File: src/rtl/mcc_pkg.sv
package mcc_pkg;
  localparam int PHASE_W = 4;

  typedef enum logic [PHASE_W-1:0] {
    PH_FETCH   = 4'd0,
    PH_DECODE  = 4'd1,
    PH_ADDR    = 4'd2,
    PH_LDREAD  = 4'd3,
    PH_LDWB    = 4'd4,
    PH_STWRITE = 4'd5,
    PH_REXEC   = 4'd6,
    PH_RWB     = 4'd7,
    PH_BRANCH  = 4'd8,
    PH_JUMP    = 4'd9
  } phase_t;

  typedef struct packed {
    logic       pcLoad;
    logic       pcLoadIfZero;
    logic       addrSel;
    logic       memRd;
    logic       memWr;
    logic       instrLoad;
    logic       wbFromMem;
    logic       dstFromRd;
    logic       rfWrite;
    logic       aluASel;
    logic [1:0] aluBSel;
    logic [1:0] aluMode;
    logic [1:0] pcNextSel;
  } strobes_t;
endpackage

File: src/rtl/mcc_sequencer.sv
module mcc_sequencer
  import mcc_pkg::*;
#(
  parameter int OPW = 6,
  parameter logic [OPW-1:0] OP_REG    = 6'b000000,
  parameter logic [OPW-1:0] OP_LOAD   = 6'b100011,
  parameter logic [OPW-1:0] OP_STORE  = 6'b101011,
  parameter logic [OPW-1:0] OP_BRANCH = 6'b000100,
  parameter logic [OPW-1:0] OP_JUMP   = 6'b000010
) (
  input  logic           clk,
  input  logic           rst,
  input  logic [OPW-1:0] opcode,
  output phase_t         curPhase
);
  phase_t nextPhase;
  logic   loadPending;
  logic   nextLoadPending;
  logic   isMemOp;

  assign isMemOp = (opcode == OP_LOAD) || (opcode == OP_STORE);

  always_comb begin
    nextPhase       = PH_FETCH;
    nextLoadPending = loadPending;
    case (curPhase)
      PH_FETCH:  nextPhase = PH_DECODE;
      PH_DECODE: begin
        nextLoadPending = (opcode == OP_LOAD);
        if (opcode == OP_REG)         nextPhase = PH_REXEC;
        else if (isMemOp)             nextPhase = PH_ADDR;
        else if (opcode == OP_BRANCH) nextPhase = PH_BRANCH;
        else if (opcode == OP_JUMP)   nextPhase = PH_JUMP;
        else                          nextPhase = PH_FETCH;
      end
      PH_ADDR:   nextPhase = loadPending ? PH_LDREAD : PH_STWRITE;
      PH_LDREAD: nextPhase = PH_LDWB;
      PH_REXEC:  nextPhase = PH_RWB;
      default:   nextPhase = PH_FETCH;
    endcase
  end

  always_ff @(posedge clk) begin
    if (rst) begin
      curPhase    <= PH_FETCH;
      loadPending <= 1'b0;
    end else begin
      curPhase    <= nextPhase;
      loadPending <= nextLoadPending;
    end
  end

  // reset wins from any phase
  a_r1_reset_fetch: assert property (@(posedge clk) rst |=> curPhase == PH_FETCH);

  a_r3_load_dispatch: assert property (@(posedge clk) disable iff (rst)
    (curPhase == PH_DECODE && opcode == OP_LOAD) |=> curPhase == PH_ADDR);

  a_r13_completion_returns: assert property (@(posedge clk) disable iff (rst)
    (curPhase == PH_JUMP || curPhase == PH_BRANCH || curPhase == PH_STWRITE ||
     curPhase == PH_RWB || curPhase == PH_LDWB) |=> curPhase == PH_FETCH);

  a_r10_wb_after_read: assert property (@(posedge clk) disable iff (rst)
    curPhase == PH_LDREAD |=> curPhase == PH_LDWB);

  a_r5_exec_then_wb: assert property (@(posedge clk) disable iff (rst)
    curPhase == PH_REXEC |=> curPhase == PH_RWB);
endmodule

File: src/rtl/mcc_strobes.sv
module mcc_strobes
  import mcc_pkg::*;
(
  input  phase_t   curPhase,
  output strobes_t ctl
);
  always_comb begin
    ctl = '0;
    case (curPhase)
      PH_FETCH: begin
        ctl.pcLoad    = 1'b1;
        ctl.memRd     = 1'b1;
        ctl.instrLoad = 1'b1;
        ctl.aluBSel   = 2'b01;
      end
      PH_DECODE:  ctl.aluBSel = 2'b11;
      PH_ADDR: begin
        ctl.aluASel = 1'b1;
        ctl.aluBSel = 2'b10;
      end
      PH_LDREAD: begin
        ctl.memRd   = 1'b1;
        ctl.addrSel = 1'b1;
      end
      PH_LDWB: begin
        ctl.rfWrite   = 1'b1;
        ctl.wbFromMem = 1'b1;
      end
      PH_STWRITE: begin
        ctl.memWr   = 1'b1;
        ctl.addrSel = 1'b1;
      end
      PH_REXEC: begin
        ctl.aluASel = 1'b1;
        ctl.aluMode = 2'b10;
      end
      PH_RWB: begin
        ctl.rfWrite   = 1'b1;
        ctl.dstFromRd = 1'b1;
      end
      PH_BRANCH: begin
        ctl.aluASel      = 1'b1;
        ctl.aluMode      = 2'b01;
        ctl.pcNextSel    = 2'b01;
        ctl.pcLoadIfZero = 1'b1;
      end
      PH_JUMP: begin
        ctl.pcLoad    = 1'b1;
        ctl.pcNextSel = 2'b10;
      end
      default: ctl = '0;
    endcase
  end

  // memory strobes never overlap, and the PC write kinds never overlap
  always_comb begin
    a_r11_mem_exclusive: assert (!(ctl.memRd && ctl.memWr));
    a_r6_pc_write_exclusive: assert (!(ctl.pcLoad && ctl.pcLoadIfZero));
  end
endmodule

File: src/rtl/mcc_control.sv
module mcc_control
  import mcc_pkg::*;
#(
  parameter int OPW = 6
) (
  input  logic           clk,
  input  logic           rst,
  input  logic [OPW-1:0] opcode,
  output logic           pcLoad,
  output logic           pcLoadIfZero,
  output logic           addrSel,
  output logic           memRd,
  output logic           memWr,
  output logic           instrLoad,
  output logic           wbFromMem,
  output logic           dstFromRd,
  output logic           rfWrite,
  output logic           aluASel,
  output logic [1:0]     aluBSel,
  output logic [1:0]     aluMode,
  output logic [1:0]     pcNextSel,
  output logic [3:0]     phase
);
  phase_t   curPhase;
  strobes_t ctl;

  mcc_sequencer #(.OPW(OPW)) seqInst (
    .clk(clk), .rst(rst), .opcode(opcode), .curPhase(curPhase)
  );

  mcc_strobes strobeInst (.curPhase(curPhase), .ctl(ctl));

  assign phase        = curPhase;
  assign pcLoad       = ctl.pcLoad;
  assign pcLoadIfZero = ctl.pcLoadIfZero;
  assign addrSel      = ctl.addrSel;
  assign memRd        = ctl.memRd;
  assign memWr        = ctl.memWr;
  assign instrLoad    = ctl.instrLoad;
  assign wbFromMem    = ctl.wbFromMem;
  assign dstFromRd    = ctl.dstFromRd;
  assign rfWrite      = ctl.rfWrite;
  assign aluASel      = ctl.aluASel;
  assign aluBSel      = ctl.aluBSel;
  assign aluMode      = ctl.aluMode;
  assign pcNextSel    = ctl.pcNextSel;
endmodule

File: config.mk
export PLATFORM = sky130hd
export DESIGN_NAME = mcc_control
export DESIGN_NICKNAME = d
export VERILOG_FILES = /design/src/rtl/mcc_pkg.sv /design/src/rtl/mcc_sequencer.sv /design/src/rtl/mcc_strobes.sv /design/src/rtl/mcc_control.sv
export SDC_FILE = /design/constraint.sdc
export NUM_CORES = 1
export LEC_CHECK = 0
export ABC_AREA = 0
export CORE_AREA = 2 2 39 41
export CTS_BUF_LIST = sky130_fd_sc_hd__clkbuf_4 sky130_fd_sc_hd__clkbuf_8
export CTS_CLUSTER_SIZE = 25
export DETAILED_ROUTE_END_ITERATION = 10
export DIE_AREA = 0 0 41 43
export GPL_ROUTABILITY_DRIVEN = 0
export PLACE_DENSITY = 0.78
export SLEW_MARGIN = 10
export SYNTH_ARGS = -nofsm -noshare
export SYNTH_HDL_FRONTEND = slang
export SYNTH_SLANG_ARGS = --single-unit
export TNS_END_PERCENT = 10
File: constraint.sdc
create_clock -name clk -period 2.75 [get_ports clk]
set_input_delay 0.55 -clock clk [delete_from_list [all_inputs] [get_ports clk]]
set_output_delay 0.55 -clock clk [all_outputs]
set_load 0.1 [all_outputs]
==> flow_metrics.tcl <==
set metrics [dict create \
    rsz0062_at_grt "false" \
    placed_cells 101 \
    io_buffers 27 \
    power_density_nw_per_um2 310 \
    async_flop_share 0 \
    wire_per_inst_um 10.8 \
    startpoint_type "flip-flop" \
    ios 28 \
    cp.required_ns 2.20 \
    track_usage 0.161 \
    yosys.area.top_type_share 0.227 \
    worstSetupPathType "reg -> out" \
    hold_violations 0 \
    fp.dieW_um 41 \
    cts_resized 0 \
    fill_cells 116 \
    skew_ns 0.000749 \
    area_growth_syn_to_layout_pct 111 \
    p_leak_uw 0.000336 \
    finalCriticalPeriod_ns 2.36 \
    final_area_um2 927 \
    grt_pass1_wl_mm 1.97 \
    final_nets 98 \
    p_total_uw 288 \
    cpPeakStageDelay_ns 0.75 \
    vias 533 \
    drive_above_1_share 0.483 \
    seq_area_um2 100 \
    setup_viol 0 \
    die_y_um 43 \
    cts_sinks 5 \
    r2r_end "seqInst.curPhase[3]$_SDFF_PP0_" \
    finalNonFillerCells 105 \
    insertedDiodeCount 0 \
    cts_root_buf "clkbuf_4" \
    start_util 0.318 \
    r2r-start "seqInst.curPhase[1]$_SDFF_PP0_" \
    hold_start "seqInst.loadPending$_SDFFE_PP0P_" \
    cts_buffers 3 \
    cp_cell_sequence "nand2b_1, a211oi_2, buf_12" \
    hold_buffers 0 \
    fin_crit_sh 0.857 \
    multi_input_area_um2 383 \
    status "finished clean" \
    synth_ff_type "dfxtp_1" \
    startpoint "seqInst.curPhase[1]$_SDFF_PP0_" \
    postCtsSetupBuffers 0 \
    clk_pin_slew_ns 0.04 \
    hold_class "reg -> reg" \
    cts_buffer_depth 2 \
    syn_inst 62 \
    rows 14 \
    antenna_found_initial 0 \
    wl_mm 1.13 \
    hold_depth 2 \
    hpwlAfterDp_um 972 \
    maxCapViolCount 0 \
    drt-pass1-iter-count 4 \
    relSlewSlack 0.541 \
    ys_seq_area_frac 0.227 \
    r2r_slack_ns 1.09 \
    synth-edff-count 0 \
    synth_area_per_cell_um2 7.10 \
    dpl-instance-area_um2 897 \
    netlist_top_cells_count "9 x nor2_1, 8 x nor3_1, 5 x dfxtp_1, 5 x nand2b_1" \
    maxSlewViolCount 0 \
    tightest_slew_ns 0.687 \
    worstPathMaxFanout 15 \
    grt_pass1_vias 454 \
    holdWs_ns 0.484 \
    max_freq_mhz 424 \
    grt_max_degree 16 \
    synth_area_leader_cell "dfxtp_1" \
    drcViolationCount 0 \
    yosys_warnings 0 \
    clock_latency_ns 0.23 \
    syn_area_um2 440 \
    core-area_um2 1380 \
    r2r_cells 3 \
    synthTopCellsByArea "dfxtp_1 23%, nor3_1 9.1%, nor2_1 7.7%" \
    irDropWorstVdd_v 0.000174 \
    holdPathEnd "seqInst.loadPending$_SDFFE_PP0P_" \
    vias_per_cell 5.08 \
    critPathArrivalTime_ns 1.81 \
    drt_iter0_drc 6 \
    endpoint_kind "primary output" \
    die_area_um2 1760 \
    grt-ovfl-total 0 \
    synth.most_common_cell "nor2_1" \
    synth-seq-cells 5 \
    htreeDepth 1 \
    antenna_left 0 \
    worst_path_max_delay_cell "dfxtp_1" \
    synth_fp_nets 70 \
    synthDistinctLibCells 27 \
    cts_tree "yes" \
]
cell usage in the layout, fill, tap and decap left out, types with 2 or more instances in the layout:
cell,instances
nand2b_1,5
dfxtp_1,5
clkbuf_4,4
nand2_1,4
or3_1,2
clkdlybuf4s50_1,7
a21oi_1,3
nor2_1,4
buf_12,13
nor3_1,2
nor2_2,5
buf_4,8
nor3_2,6
xnor2_1,2
nand4b_1,2
worst max path at each step:
| stage | end | slack (ns) |
|---|---|---|
| finish | aluBSel[1] | 0.39 |
| global route | memRd | 0.24 |
| CTS | aluBSel[1] | 0.37 |
| detailed placement | aluBSel[1] | 0.63 |
| global placement | aluBSel[1] | 0.69 |
| floorplan | wbFromMem | -0.58 |
state kept, by name (all words and copies together), names as in the netlist:
signal	flops
seqInst.loadPending	1
seqInst.curPhase	4
metal layers:
| metal | track usage | vias to the layer above | part of all wire |
|---|---|---|---|
| li1 | - | 274 | - |
| met1 | 0.203 | 233 | 0.41 |
| met2 | 0.253 | 24 | 0.52 |
| met3 | 0.0209 | 2 | 0.072 |
| met4 | 0.0800 | 0 | 0.0035 |
| met5 | 0 | - | 0 |
through the flow:
step           TNS [ns]  worst slack, ns  utilization
2_1_floorplan     -4.67           -0.583            -
3_3_place_gp          0            0.691        0.648
3_5_place_dp          0            0.627        0.648
4_1_cts               0            0.368        0.670
5_1_grt               0            0.242        0.670
6_report              0            0.394        0.670
worst max-delay path, delay by kind of cell (launching register included):
kind            cells  cell delay [ns]
simple gates        1             0.28
flops               1             0.75
buf+inv             1             0.21
compound gates      1             0.32
where the power goes:
part,internal [uW],switching (uW),total (uW)
logic,39.0,76.0,115
clock network,64.5,26.8,91.3
registers,74.4,7.15,81.5
area by class of cell:
cell class / count / share of cell area
clock buffer: 4 / 0.0324
inverter: 1 / 0.00405
multi-input combinational: 51 / 0.413
sequential: 5 / 0.108
tap: 16 / 0.0216
timing repair buffer: 28 / 0.421
cells by family after synthesis:
group	Yosys count	synth area share
and+or+nand+nor	39	0.506
buffers and inverters	6	0.0710
DFF	5	0.227
muxes	1	0.0256
xor gates and xnor gates	3	0.0597
AOI/OAI and AO/OA	8	0.111
Power figures use the tool's default switching activity.
